==> config.mk <==
export PLATFORM = sky130hd
export DESIGN_NAME = beam_pos_latch
export DESIGN_NICKNAME = d
export VERILOG_FILES = /design/src/rtl/beam_pkg.sv /design/src/rtl/beam_sub_cnt.sv /design/src/rtl/beam_pos_ctr.sv /design/src/rtl/beam_latch.sv /design/src/rtl/beam_pos_latch.sv
export SDC_FILE = /design/constraint.sdc
export NUM_CORES = 1
export LEC_CHECK = 0
export ABC_CLOCK_PERIOD_IN_PS = 1900
export BUFFER_PORTS_ARGS = -buffer_cell sky130_fd_sc_hd__buf_2
export CAP_MARGIN = 20
export CORE_MARGIN = 2
export CORE_UTILIZATION = 43
export CTS_BUF_LIST = sky130_fd_sc_hd__clkbuf_2
export CTS_CLUSTER_DIAMETER = 120
export DETAILED_ROUTE_END_ITERATION = 12
export GPL_TIMING_DRIVEN = 0
export HOLD_SLACK_MARGIN = 0.1
export PLACE_DENSITY = 0.75
export SYNTH_ARGS = -nofsm -noshare
export SYNTH_HDL_FRONTEND = slang
export SYNTH_SLANG_ARGS = --single-unit
==> constraint.sdc <==
create_clock -name clk_i -period 1.9 [get_ports clk_i]
set_input_delay 0.19 -clock clk_i [delete_from_list [all_inputs] [get_ports clk_i]]
set_output_delay 0.19 -clock clk_i [all_outputs]
set_load 0.01 [all_outputs]
==> src/rtl/beam_pkg.sv <==
package beam_pkg;
  localparam int unsigned POS_W = 9;
  typedef logic [POS_W-1:0] pos_t;
endpackage

==> src/rtl/beam_sub_cnt.sv <==
module beam_sub_cnt #(
  parameter int unsigned SHORT_CYC = 4,
  parameter int unsigned LONG_CYC  = 6
) (
  input  logic clk_i,
  input  logic rst_ni,
  input  logic long_i,
  output logic step_o
);
  localparam int unsigned SW = $clog2(LONG_CYC);
  localparam logic [SW-1:0] SHORT_END = SW'(SHORT_CYC - 1);
  localparam logic [SW-1:0] LONG_END  = SW'(LONG_CYC - 1);

  logic [SW-1:0] sub_q;

  assign step_o = (sub_q == (long_i ? LONG_END : SHORT_END));

  always_ff @(posedge clk_i or negedge rst_ni) begin
    if (!rst_ni)     sub_q <= '0;
    else if (step_o) sub_q <= '0;
    else             sub_q <= sub_q + 1'b1;
  end
endmodule

==> src/rtl/beam_pos_ctr.sv <==
module beam_pos_ctr
  import beam_pkg::*;
#(
  parameter int unsigned DOTS       = 340,
  parameter int unsigned LINES      = 262,
  parameter int unsigned LONG_A     = 323,
  parameter int unsigned LONG_B     = 327,
  parameter int unsigned SHORT_LINE = 240
) (
  input  logic clk_i,
  input  logic rst_ni,
  input  logic interlace_i,
  input  logic step_i,
  output logic long_o,
  output pos_t dot_o,
  output pos_t line_o,
  output logic field_odd_o
);
  localparam pos_t DOT_MAX  = POS_W'(DOTS - 1);
  localparam pos_t LINE_NI  = POS_W'(LINES - 1);
  localparam pos_t LINE_IL  = POS_W'(LINES);
  localparam pos_t DOT_LA   = POS_W'(LONG_A);
  localparam pos_t DOT_LB   = POS_W'(LONG_B);
  localparam pos_t LINE_SH  = POS_W'(SHORT_LINE);

  pos_t dot_q, line_q;
  logic field_q;
  logic short_line, last_line, dot_end;

  // shortened line only in non-interlace odd frames
  assign short_line = !interlace_i && field_q && (line_q == LINE_SH);
  assign long_o     = !short_line && ((dot_q == DOT_LA) || (dot_q == DOT_LB));
  assign last_line  = (line_q == ((interlace_i && !field_q) ? LINE_IL : LINE_NI));
  assign dot_end    = (dot_q == DOT_MAX);

  always_ff @(posedge clk_i or negedge rst_ni) begin
    if (!rst_ni) begin
      dot_q   <= '0;
      line_q  <= '0;
      field_q <= 1'b0;
    end else if (step_i) begin
      if (dot_end) begin
        dot_q <= '0;
        if (last_line) begin
          line_q  <= '0;
          field_q <= ~field_q;
        end else begin
          line_q <= line_q + 1'b1;
        end
      end else begin
        dot_q <= dot_q + 1'b1;
      end
    end
  end

  assign dot_o       = dot_q;
  assign line_o      = line_q;
  assign field_odd_o = field_q;

  a_r2_dot_step: assert property (@(posedge clk_i) disable iff (!rst_ni)
    (dot_q != $past(dot_q)) |-> ((dot_q == $past(dot_q) + 1'b1) || (dot_q == '0)));
  a_r10_dot_wrap: assert property (@(posedge clk_i) disable iff (!rst_ni)
    (step_i && dot_end) |=> ((dot_q == '0) && (line_q != $past(line_q))));
  a_r7_field_flip: assert property (@(posedge clk_i) disable iff (!rst_ni)
    (field_q != $past(field_q)) |-> ((line_q == '0) && (dot_q == '0)));
endmodule

==> src/rtl/beam_latch.sv <==
module beam_latch
  import beam_pkg::*;
(
  input  logic clk_i,
  input  logic rst_ni,
  input  logic cap_i,
  input  pos_t dot_i,
  input  pos_t line_i,
  output pos_t cap_dot_o,
  output pos_t cap_line_o
);
  pos_t dot_q, line_q;

  always_ff @(posedge clk_i or negedge rst_ni) begin
    if (!rst_ni) begin
      dot_q  <= '0;
      line_q <= '0;
    end else if (cap_i) begin
      dot_q  <= dot_i;
      line_q <= line_i;
    end
  end

  assign cap_dot_o  = dot_q;
  assign cap_line_o = line_q;

  a_r8_capture: assert property (@(posedge clk_i) disable iff (!rst_ni)
    cap_i |=> ((dot_q == $past(dot_i)) && (line_q == $past(line_i))));
  a_r9_hold_stable: assert property (@(posedge clk_i) disable iff (!rst_ni)
    !cap_i |=> ($stable(dot_q) && $stable(line_q)));
endmodule

==> src/rtl/beam_pos_latch.sv <==
module beam_pos_latch
  import beam_pkg::*;
#(
  parameter int unsigned SHORT_CYC  = 4,
  parameter int unsigned LONG_CYC   = 6,
  parameter int unsigned DOTS       = 340,
  parameter int unsigned LINES      = 262,
  parameter int unsigned LONG_A     = 323,
  parameter int unsigned LONG_B     = 327,
  parameter int unsigned SHORT_LINE = 240
) (
  input  logic       clk_i,
  input  logic       rst_ni,
  input  logic       interlace_i,
  input  logic       cap_i,
  output logic [8:0] dot_o,
  output logic [8:0] line_o,
  output logic       field_odd_o,
  output logic [8:0] cap_dot_o,
  output logic [8:0] cap_line_o
);
  logic step, long_dot;
  pos_t dot, line;

  beam_sub_cnt #(
    .SHORT_CYC(SHORT_CYC),
    .LONG_CYC (LONG_CYC)
  ) u_sub (
    .clk_i (clk_i),
    .rst_ni(rst_ni),
    .long_i(long_dot),
    .step_o(step)
  );

  beam_pos_ctr #(
    .DOTS      (DOTS),
    .LINES     (LINES),
    .LONG_A    (LONG_A),
    .LONG_B    (LONG_B),
    .SHORT_LINE(SHORT_LINE)
  ) u_pos (
    .clk_i      (clk_i),
    .rst_ni     (rst_ni),
    .interlace_i(interlace_i),
    .step_i     (step),
    .long_o     (long_dot),
    .dot_o      (dot),
    .line_o     (line),
    .field_odd_o(field_odd_o)
  );

  beam_latch u_cap (
    .clk_i     (clk_i),
    .rst_ni    (rst_ni),
    .cap_i     (cap_i),
    .dot_i     (dot),
    .line_i    (line),
    .cap_dot_o (cap_dot_o),
    .cap_line_o(cap_line_o)
  );

  assign dot_o  = dot;
  assign line_o = line;
endmodule

Word level (Yosys, flattened, before mapping)
Cells that the tools add are included.
Storage, ports and cells
  logic and storage cells: 31
  bits of input ports: 4
  register bits after elaboration: 40
  output and inout bits: 37
Operators by class
  eq/ne operators: 6
  add/subtract/negate cells: 3
  bitwise gates (word level): 1
  reductions and logical operators: 10
  multiplexer cells: 5
Operator list (number)
  9-bit equality test, second input constant: 3
  9-bit by 1-bit adder with 9-bit output, second input constant: 2
  9-bit two-way mux: 2
  9-bit by 8-bit equality test with 1-bit output, second input constant: 1
  9-bit equality test: 1
  3-bit two-way mux: 2
  1-bit logical AND: 4
  3-bit by 1-bit adder with 3-bit output, second input constant: 1
  3-bit equality test: 1
  1-bit zero test: 3
  3-bit AND reduction: 1
  2-bit two-way mux: 1
  2-bit AND reduction: 1
  1-bit logical OR: 1
  1-bit NOT: 1

Logic depth before layout (Yosys ltp)
  depth after elaboration: 8
  depth in mapped cells: 7

Cells and area by module
From an unflattened synthesis, not the netlist that was laid out.
Unflattened totals
  cell total of the unflattened synthesis: 147
  area total of the unflattened synthesis: 1880.6 um2
By module, submodules not included
  beam_pos_ctr: cells each 94, times used 1, area an instance 989.7 um2, seq. area each 475.5 um2
  beam_latch: cells each 38, times used 1, area an instance 721.9 um2, seq. area each 450.4 um2
  beam_sub_cnt: cells each 15, times used 1, area an instance 168.9 um2, seq. area each 75.1 um2

Worst setup path after synthesis
No wires, ideal clock.
  kind: register to register
  start: reg u_pos.line_q[0], in the netlist u_pos.line_o[0]
  end: reg u_pos.dot_q[0], in the netlist u_pos.dot_o[0]
  cell stages (with the launch flop): 8
  library setup time: 0.125 ns
  buffers on the path: 0
  setup slack: -0.121 ns
  arrival time: 1.896 ns
  period minus slack after synthesis: 2.021 ns
  cell sequence: dfrtp_1 -> inv_1 -> ha_1 -> nand4bb_1 -> or4_4 -> nor4bb_4 -> nor2_4 -> mux2_4
On the way
  longest elaborated chain between the ends: 6
Ends and longest elaborated chain
  start: declaration: RTL line beam_pos_ctr.sv:26  | pos_t dot_q, line_q;
  start signal: assignment: RTL line beam_pos_ctr.sv:48  | line_q <= line_q + 1'b1;
  9-bit by 8-bit equality test with 1-bit output: RTL line beam_pos_ctr.sv:31  | assign short_line = !interlace_i && field_q && (line_q == LINE_SH);
  1-bit logical AND: RTL line beam_pos_ctr.sv:31
  1-bit zero test: RTL line beam_pos_ctr.sv:32  | assign long_o = !short_line && ((dot_q == DOT_LA) || (dot_q == DOT_LB));
  1-bit logical AND: RTL line beam_pos_ctr.sv:32
  3-bit two-way mux: RTL line beam_sub_cnt.sv:16  | assign step_o = (sub_q == (long_i ? LONG_END : SHORT_END));
  3-bit equality test: RTL line beam_sub_cnt.sv:16
  end signal: assignment: RTL line beam_pos_ctr.sv:51  | dot_q <= dot_q + 1'b1;
  end: declaration: RTL line beam_pos_ctr.sv:26
Every way passes these cells.
A chain may end at the register's enable or synchronous reset.

Worst setup path in the final report
  start: reg u_pos.line_q[0], in the netlist u_pos.line_o[0]
  end: reg u_pos.dot_q[2], in the netlist u_pos.dot_o[2]
The elaborated chain is that of the path after synthesis.

==> qor.csv <==
metric;value;unit
outcome;finished, violations left;
violations;setup timing;
tightest_slew;0.868;ns
io_pins;41;
yosysSeqAreaShare;52.6;%
clkSlewWorstSetupHoldPaths;0.19;ns
path_max_fanout;5;
pwr-share-clk;28.5;%
ys_ff_latch;40;
antenna_found_initial;0;
portBuffers;39;
clk_latency;0.37;ns
die_x;70.5;µm
arrival;2.26;ns
layout_common_cells;40 x buf_2, 33 x dfrtp_1, 18 x mux2_2, 11 x o21ai_0;
rrSetupSlack;-0.07;ns
core_region_area;4290;µm²
drc;0;
ant_nets;0;
critPathLaunchType;flop;
vias_per_cell;5.44;
syn_area;1900;µm²
hold_depth;2;
r2r_start;u_pos.line_o[0]$_DFFE_PN0P_;
clockRootBuffer;clkbuf_2;
gp_congestion;0.840;
core.rowCount;24;
vdd_drop_max;332;µV
max_clock_freq;508;MHz
netlist_instances;163;
ys_types;38;
cts_tree;done;
total_power;1.26;mW
drive_above_1_share;45.6;%
multi_input_comb_area;905;µm²
htreeDepth;2;
setup_viol;5;
drt-wirelength-per-cell;14.5;µm
hp-start;cap_i;
clock_sinks;40;
die_h;70.5;µm
p_per_area;544;nW/µm²
drv_cap;0;
period_share;104;%
grt_first_pass_wirelength;6880;µm
grt_pass1_vias;1489;
fin_ws;-0.0685;ns
p_int;0.969;mW
layout_commonest_cell;buf_2;
drv_slew;0;
routed_wl;3910;µm
combinationalPowerShare;3.4;%
final_nets;224;
power.switching;0.289;mW
whs_endpoint;u_cap.cap_line_o[2]$_DFFE_PN0P_;
crit_type;reg -> reg;
grt_max_degree;41;
maxUsedRoutingLayer;met4;
route.met3.wl;216;µm
drt-initial-drc-count;108;
diodes;0;
switching_share;23.0;%
p_leak;1.01;nW
seqCellArea;1010;µm²
cts_made_buffers;5;
cts_max_path_buffers;2;
yosys_warnings;0;
syn2layout_area_growth;21.7;%
wl_met2;2010;µm
grt_overflow_total;0;
worst_setup_path_end_kind;flop;
vias;1463;
pwr-share-seq;68.1;%
hold_violations;0;
rsz0062_at_grt;true;
r2r_end;u_pos.dot_o[2]$_DFFE_PN0N_;
syn_avg_cell_area;11.7;µm²
fin_worst_skew;0.00822;ns
met1_length;1660;µm
hpwlAfterDp;2680;µm
synth.net_count;171;
holdCritPathClass;in -> reg;
drt-pass1-iter-count;4;
min_period;1.97;ns
reg2regPathDepth;7;
start_util;44.3;%
grt_usage;17.7;%
place_ws;-0.154;ns
required;2.19;ns
die_area;4970;µm²
maxSlewHeadroom;42.1;%
fillers;405;
-- what timing repair did --
action,CTS,global route
buffers inserted,8,0
hold buffers,1,0
pin swaps,6,1
setup endpoints to repair,12,17
resized for setup,7,7
cloned,0,0
hold endpoints to repair,40,0
-- state kept, by name, summed over array words and instances, names as in the netlist --
| signal | count |
|---|---|
| u_pos.line_o | 9 |
| u_cap.cap_line_o | 9 |
| u_pos.field_odd_o | 1 |
| u_pos.dot_o | 9 |
| u_cap.cap_dot_o | 9 |
| u_sub.sub_q | 3 |
-- per-layer routing --
layer	vias to the layer above	GRT usage, %
met5	-	0
met2	48	29.0
met3	2	3.61
met4	0	8.33
met1	721	22.4
li1	692	-
-- per-stage QoR --
stage	utilization [%]	setup TNS, ns	hold WS, ns	area, µm²	instances
after floorplan	-	-0.113	-0.106	1920	163
after global placement	50.8	-0.401	0.356	2180	254
after detailed placement	50.8	-0.531	0.363	2180	254
after CTS	53.6	-0.226	0.350	2300	269
after global routing	53.9	-0.870	0.348	2310	269
final	53.9	-0.258	0.362	2310	269
-- Yosys cell counts --
| library cell | n | area share [%] |
|---|---|---|
| dfrtp_1 | 40 | 53 |
| mux2_2 | 18 | 11 |
| o21ai_0 | 12 | 3.2 |
| nand2_1 | 10 | 2.0 |
| nor2_1 | 9 | 1.8 |
| inv_1 | 6 | 1.2 |
| nand3_1 | 6 | 1.6 |
| a21oi_1 | 5 | 1.3 |
| clkbuf_1 | 4 | 0.79 |
| ha_1 | 4 | 2.6 |
| nand4_1 | 4 | 1.3 |
| o31ai_1 | 4 | 1.6 |
| xnor2_1 | 4 | 1.8 |
| mux2_4 | 3 | 2.4 |
| nor2b_1 | 3 | 0.99 |
| nor3_1 | 3 | 0.79 |
| and3_1 | 2 | 0.66 |
| and3_2 | 2 | 0.79 |
| nand2b_1 | 2 | 0.66 |
| nor3b_1 | 2 | 0.79 |
| o22ai_1 | 2 | 0.66 |
| xor2_1 | 2 | 0.92 |
| a211o_1 | 1 | 0.46 |
| a21oi_4 | 1 | 0.86 |
| and2_1 | 1 | 0.33 |
| and2b_1 | 1 | 0.39 |
| and3_4 | 1 | 0.59 |
| and3b_1 | 1 | 0.46 |
| and4bb_2 | 1 | 0.66 |
| nand3b_1 | 1 | 0.39 |
| nand4bb_1 | 1 | 0.59 |
| nor2_4 | 1 | 0.59 |
| nor4b_1 | 1 | 0.46 |
| nor4bb_4 | 1 | 1.3 |
| o2111ai_1 | 1 | 0.46 |
| o21ai_2 | 1 | 0.46 |
| or2_2 | 1 | 0.33 |
| or4_4 | 1 | 0.59 |
-- cells by family after synthesis --
family	count (synthesis)	synth area share, %
adder cells (fa/ha/maj)	4	2.63
AO/OA/AOI/OAI	27	8.95
flip-flops	40	52.6
AND/OR/NAND/NOR	55	18.0
XOR/XNOR	6	2.76
buffers and inverters	10	1.97
multiplexers	21	13.0
-- power by group through the flow --
| stage | Combinational, mW | Clock, mW | Sequential (mW) |
|---|---|---|---|
| global placement | 0.0438 | 0 | 0.872 |
| CTS | 0.0459 | 0.381 | 0.857 |
| global route | 0.0499 | 0.418 | 0.858 |
| finish | 0.0434 | 0.358 | 0.857 |
| detailed placement | 0.0444 | 0 | 0.872 |
| floorplan | 0.0161 | 0 | 0.874 |
-- area by class of cell --
type                    instances  share of cell area [%]
clock buffers                   7                    1.51
plain buffers                   4                   0.703
well taps                      52                    2.81
inverters                       6                   0.973
multi-input cells             113                    39.1
clock inverters                 1                   0.162
repair buffers                 46                    11.1
flip-flops and latches         40                    43.6
-- worst max-delay path by stage --
stage	from	endpoint	slack (ns)	depth (start not counted)
after floorplan	u_pos.line_o[1]$_DFFE_PN0P_	u_pos.dot_o[0]$_DFFE_PN0N_	-0.05	7
after global placement	u_pos.line_o[1]$_DFFE_PN0P_	u_pos.dot_o[1]$_DFFE_PN0N_	-0.13	7
after detailed placement	u_pos.line_o[1]$_DFFE_PN0P_	u_pos.dot_o[0]$_DFFE_PN0N_	-0.15	7
after CTS	u_pos.line_o[0]$_DFFE_PN0P_	u_pos.dot_o[0]$_DFFE_PN0N_	-0.06	7
after global routing	u_pos.dot_o[1]$_DFFE_PN0N_	u_pos.dot_o[2]$_DFFE_PN0N_	-0.15	6
final	u_pos.line_o[0]$_DFFE_PN0P_	u_pos.dot_o[2]$_DFFE_PN0N_	-0.07	7
-- worst max-delay path: stages, from the launching register on --
cell and delay, ns:
dfrtp_2 0.45, inv_2 0.07, ha_4 0.11, nand4bb_1 0.11, or4_4 0.47, a21oi_4 0.28, o21ai_2 0.10, mux2_4 0.30
No activity file was read; power rests on OpenSTA's default activity.
